**src/rtl/eth_fcs_pkg.sv**
```systemverilog
package eth_fcs_pkg;

    localparam int unsigned BYTE_W      = 8;
    localparam int unsigned SUM_W       = 32;
    localparam logic [31:0] GEN_POLY    = 32'h04C1_1DB7;
    localparam logic [31:0] SEED_VALUE  = 32'hFFFF_FFFF;
    localparam logic [31:0] GOOD_RESID  = 32'hC704_DD7B;

    typedef enum logic [0:0] {
        ST_IDLE = 1'b0,
        ST_BODY = 1'b1
    } frame_state_e;

    typedef struct packed {
        logic load;
        logic adv;
    } sum_ctl_t;

    // One serial CRC step: shift left with a zero in, then conditional XOR of the polynomial.
    function automatic logic [SUM_W-1:0] crc_bit_step(
        input logic [SUM_W-1:0] cur,
        input logic             din,
        input logic [SUM_W-1:0] poly
    );
        logic fb;
        fb = din ^ cur[SUM_W-1];
        return {cur[SUM_W-2:0], 1'b0} ^ (fb ? poly : '0);
    endfunction

endpackage

```
**src/rtl/crc_frame_ctrl.sv**
```systemverilog
module crc_frame_ctrl
    import eth_fcs_pkg::*;
(
    input  logic     clk,
    input  logic     rst,
    input  logic     sof,
    input  logic     vld,
    input  logic     eof,
    input  logic     mismatch,
    output sum_ctl_t ctl,
    output logic     done,
    output logic     err
);

    frame_state_e state_q, state_d;
    logic         in_frame;
    logic         last_byte;

    assign in_frame  = (state_q == ST_BODY);
    assign last_byte = in_frame && vld && eof && !sof;

    assign ctl.load = sof;
    assign ctl.adv  = vld && (sof || in_frame);

    always_comb begin
        state_d = state_q;
        if (sof) begin
            state_d = ST_BODY;
        end else if (last_byte) begin
            state_d = ST_IDLE;
        end
    end

    always_ff @(posedge clk) begin
        if (rst) begin
            state_q <= ST_IDLE;
            done    <= 1'b0;
            err     <= 1'b0;
        end else begin
            state_q <= state_d;
            done    <= last_byte;
            if (sof) begin
                err <= 1'b0;
            end else if (last_byte) begin
                err <= mismatch;
            end
        end
    end

    assert_done_single_R5: assert property (@(posedge clk) disable iff (rst)
        done |=> !done);

    assert_done_cause_R5: assert property (@(posedge clk) disable iff (rst)
        done |-> $past(in_frame && vld && eof && !sof));

    assert_err_hold_R7: assert property (@(posedge clk) disable iff (rst)
        (!$past(sof) && !done) |-> $stable(err));

    assert_sof_clears_R7: assert property (@(posedge clk) disable iff (rst)
        sof |=> !err);

    assert_sof_wins_R10: assert property (@(posedge clk) disable iff (rst)
        (sof && eof) |=> !done);

    assert_idle_quiet_R9: assert property (@(posedge clk) disable iff (rst)
        (!in_frame && !sof) |=> !done);

endmodule

```
**config.mk**
```make
export PLATFORM = sky130hd
export DESIGN_NAME = crc_frame_ctrl
export DESIGN_NICKNAME = d
export VERILOG_FILES = /design/src/rtl/eth_fcs_pkg.sv /design/src/rtl/crc_frame_ctrl.sv
export SDC_FILE = /design/constraint.sdc
export NUM_CORES = 1
export LEC_CHECK = 0
export ABC_AREA = 1
export BUFFER_PORTS_ARGS = -buffer_cell sky130_fd_sc_hd__buf_2
export CAP_MARGIN = 20
export CORE_AREA = 2 2 39 41
export CTS_CLUSTER_DIAMETER = 60
export DETAILED_ROUTE_END_ITERATION = 10
export DIE_AREA = 0 0 41 43
export PLACE_DENSITY_LB_ADDON = 0.2
export SLEW_MARGIN = 5
export SYNTH_ARGS = -nofsm -noshare
export SYNTH_HDL_FRONTEND = slang
export SYNTH_SLANG_ARGS = --single-unit
```
**constraint.sdc**
```tcl
create_clock -name clk -period 1 [get_ports clk]
set_input_delay 0.25 -clock clk [delete_from_list [all_inputs] [get_ports clk]]
set_output_delay 0.25 -clock clk [all_outputs]
set_load 0.01 [all_outputs]
```
== Yosys cells after proc, flatten, opt, wreduce, memory -nomap -nowiden ==
Cells that the tools add are included.

* Memories: 0
* Output and inout port bits: 4
* RAM bits: 0
* ROM bits: 0
* Flip-flop bits (word level): 3
* Word-level logic and storage cells: 13
* Latch bits: 0

* Equal/unequal tests: 0
* Shift operators: 0
* Reduce and logical (&&, ||, !) cells: 8
* Div/mod/pow operators: 0
* Add/sub/neg operators: 0
* Muxes and demuxes: 2
* Bitwise logic cells: 0
* Multipliers: 0
* Order comparisons: 0

{| class="wikitable"
|+ Operators with widths
! kind !! count
|-
| logical AND 1 bit || 4
|-
| two-way mux 1 bit || 2
|-
| nonzero test 2 bit || 1
|-
| OR reduction 2 bit || 1
|-
| zero test 1 bit || 1
|-
| logical OR 1 bit || 1
|}

== Longest topological paths before layout ==
* Depth after elaboration: 5
* Depth in mapped cells: 5
* Mapped depth without buffers: 5

== Least setup slack after synthesis ==
OpenSTA, ideal clock, no wires.

* Path kind: flip-flop to output port
* From: register state_q (netlist: in_frame)
* To: output ctl[0] (netlist name)
* Path buffers: 0
* Data arrival time: 0.545 ns
* Path slack: 0.205 ns
* Required time: 0.750 ns
* Cell stages (with the launch flop): 3
* Cell sequence: dfxtp_1 > nor2_1 > nor2_1

{| class="wikitable"
|+ RTL lines
! element !! RTL line !! RTL
|-
| from (decl) || crc_frame_ctrl.sv:15 || <nowiki>frame_state_e state_q, state_d;</nowiki>
|-
| from (signal assigned) || crc_frame_ctrl.sv:40 || <nowiki>state_q <= state_d;</nowiki>
|-
| to (decl) || crc_frame_ctrl.sv:10 || <nowiki>output sum_ctl_t ctl,</nowiki>
|}

==> run summary <==
average size of a mapped cell - 7.27 sq um
Hold WS - 0.211 ns
clk_skew - 0.00690 ns
register bit total from synthesis - 3
required time worst endpoint - 0.75 ns
maximum VDD drop - 0.239 mV
Pins Over Slew Limit - 0
critical-path maximum fanout - 2
M1 GR Usage - 0.0482
pwr dens - 1500 mW/mm^2
Routed WL - 371 um
drt first pass iters - 2
most frequent cells in the layout - 9 x buf_2, 5 x nor2_1, 4 x buf_4, 3 x inv_1, 3 x clkbuf_4
1st-iter DRT viols - 7
die width - 41 um
Nets - 44
per-cell routed wire length - 7.00 um
Sw Ratio - 0.242
clock-pin slew on the worst setup and hold paths - 0.04 ns
mapped cell area - 153 sq um
synth-to-layout area growth - 77.0%
Diodes inserted - 0
largest net degree at the start of global routing - 5
Hold Buf Count CTS - 0
status - complete, but fails checks
port bufs - 9
startpoint types - register
non-filler cells, final - 53
most common cell after layout, fill and taps aside - buf_2
Power Total - 0.406 mW
CTS tree - done
initial cell density of the core - 0.110
combinational cell fraction of total power - 0.156
FP Rows - 14
GR Util met2 - 0.0813
core area - 0.00138 sq mm
clk_lat worst skew - 0.24 ns
Max Cap Violations - 0
PnR worst setup slack - -0.0699 ns
Die Y - 43 um
GRT met3 Usage - 0.0314
Total GRT Usage - 0.0592
via/cell ratio - 3.26
Fmax - 935 MHz
Final setup violation count - 1
internal power - 0.308 mW
Final Hold Fails - 0
Synth Instances - 21
Worst R2R Setup Slack - 0.16 ns
H-tree Lvls - 1
layout cells sized above 1 - 0.622
antenna violations before repair - 0
CP Capture Type - primary output
failing checks - setup timing
grt total ovfl - 0
Lkg Pwr - 0.142 nW
area of the die - 0.00176 sq mm
dpl cells - 47
syn nets - 27
Worst-Margin Slew - 0.142 ns
unrepaired setup endpoints after global routing - yes
GP Congestion - 0.671
sequential-to-total area share from yosys stat - 0.393
path category of the worst min-delay check - input port to register
period utilization - 1.07
I/O Pins - 10
Flop pwr share - 0.314
clock share of power - 0.530
Max-slew headroom - 0.904
Post-route DRC - 0
min Tclk post-route - 1.07 ns
Arrival @ worst endpoint - 0.82 ns
Design Area, Final - 270 sq um
Synth warnings - 0
first-pass GRT wire length - 614 um
Num CTS Buffers - 3
Clock Path Buffers - 2
placed cell area - 225 sq um
Setup Crit Path Kind - register to primary output
Root Driver - clkbuf_4
Netlist cell types - 11
Vias - 173
net switching power - 0.0982 mW
busiest grt layer - met2
Antenna Nets Post-Route - 0
CTS Sinks - 3
fillers - 172
vias in the first global route - 190
routing by layer:
layer / share of wire / vias to the layer above / wire length, um
met4: 0 / 0 / 0
met1: 0.42 / 73 / 156
li1: - / 94 / -
met2: 0.53 / 6 / 197
met3: 0.046 / 0 / 17
met5: 0 / - / 0
Yosys cell counts, drive strengths merged:
master | count | area [sq um]
buf | 1 | 7.51
nand2 | 3 | 16.3
nor2 | 7 | 33.8
nand3 | 1 | 5.00
dfxtp | 3 | 60.1
nor3 | 2 | 15.0
inv | 4 | 15.0
area by class of cell:
cell class	count	area (sq um)	share of cell area
multi-input cells	13	72.6	0.269
well taps	16	20.0	0.0741
clock buffers	4	26.3	0.0972
inverters	4	15.0	0.0556
repair buffers	13	75.1	0.278
flip-flops and latches	3	61.3	0.227
flip-flops by register name (all words and copies together) (netlist names):
signal    flops
err           1
done          1
in_frame      1
what timing repair did:
| action | 4_1_cts | 5_1_grt |
|---|---|---|
| gates cloned | 0 | 0 |
| buffers inserted | 2 | 0 |
| endpoints found under the setup margin | 1 | 1 |
| pin swaps | 1 | 0 |
| gates resized for setup | 2 | 0 |
critical path, cell delays in order, from the launching register on:
cell and delay (ns):
dfxtp_2 0.32, nor2_2 0.10, nor2_1 0.04, buf_2 0.13
kinds of logic (layout without fill, tap and decap cells):
group,count (synthesis),after routing,synth area share
buffers and inverters,5,21,0.148
flip-flops,3,3,0.393
AND/OR/NAND/NOR,13,13,0.459
worst paths after layout:
| check | cells after the start | start | to |
|---|---|---|---|
| setup / recovery | 3 | in_frame$_SDFFE_PP0P_ | ctl[0] |
| hold / removal | 2 | rst | in_frame$_SDFFE_PP0P_ |
| setup reg to reg | 6 | in_frame$_SDFFE_PP0P_ | err$_SDFFE_PP0P_ |
| hold reg to reg | 2 | err$_SDFFE_PP0P_ | err$_SDFFE_PP0P_ |
power by group through the flow:
stage / Combinational [mW] / Sequential [mW] / Clock [mW]
finish: 0.0633 / 0.128 / 0.215
global route: 0.0703 / 0.128 / 0.236
CTS: 0.0638 / 0.128 / 0.223
detailed placement: 0.0538 / 0.129 / 0
global placement: 0.0541 / 0.129 / 0
floorplan: 0.0267 / 0.129 / 0
stage by stage:
| stage | TNS (ns) | util | setup slack, ns |
|---|---|---|---|
| after detailed placement | 0 | 0.163 | 0.0851 |
| final | -0.0699 | 0.195 | -0.0699 |
| after floorplan | 0 | - | 0.205 |
| after global placement | 0 | 0.163 | 0.107 |
| after global routing | -0.123 | 0.195 | -0.123 |
| after CTS | -0.0760 | 0.195 | -0.0760 |
(Power assumes the default switching activity.)
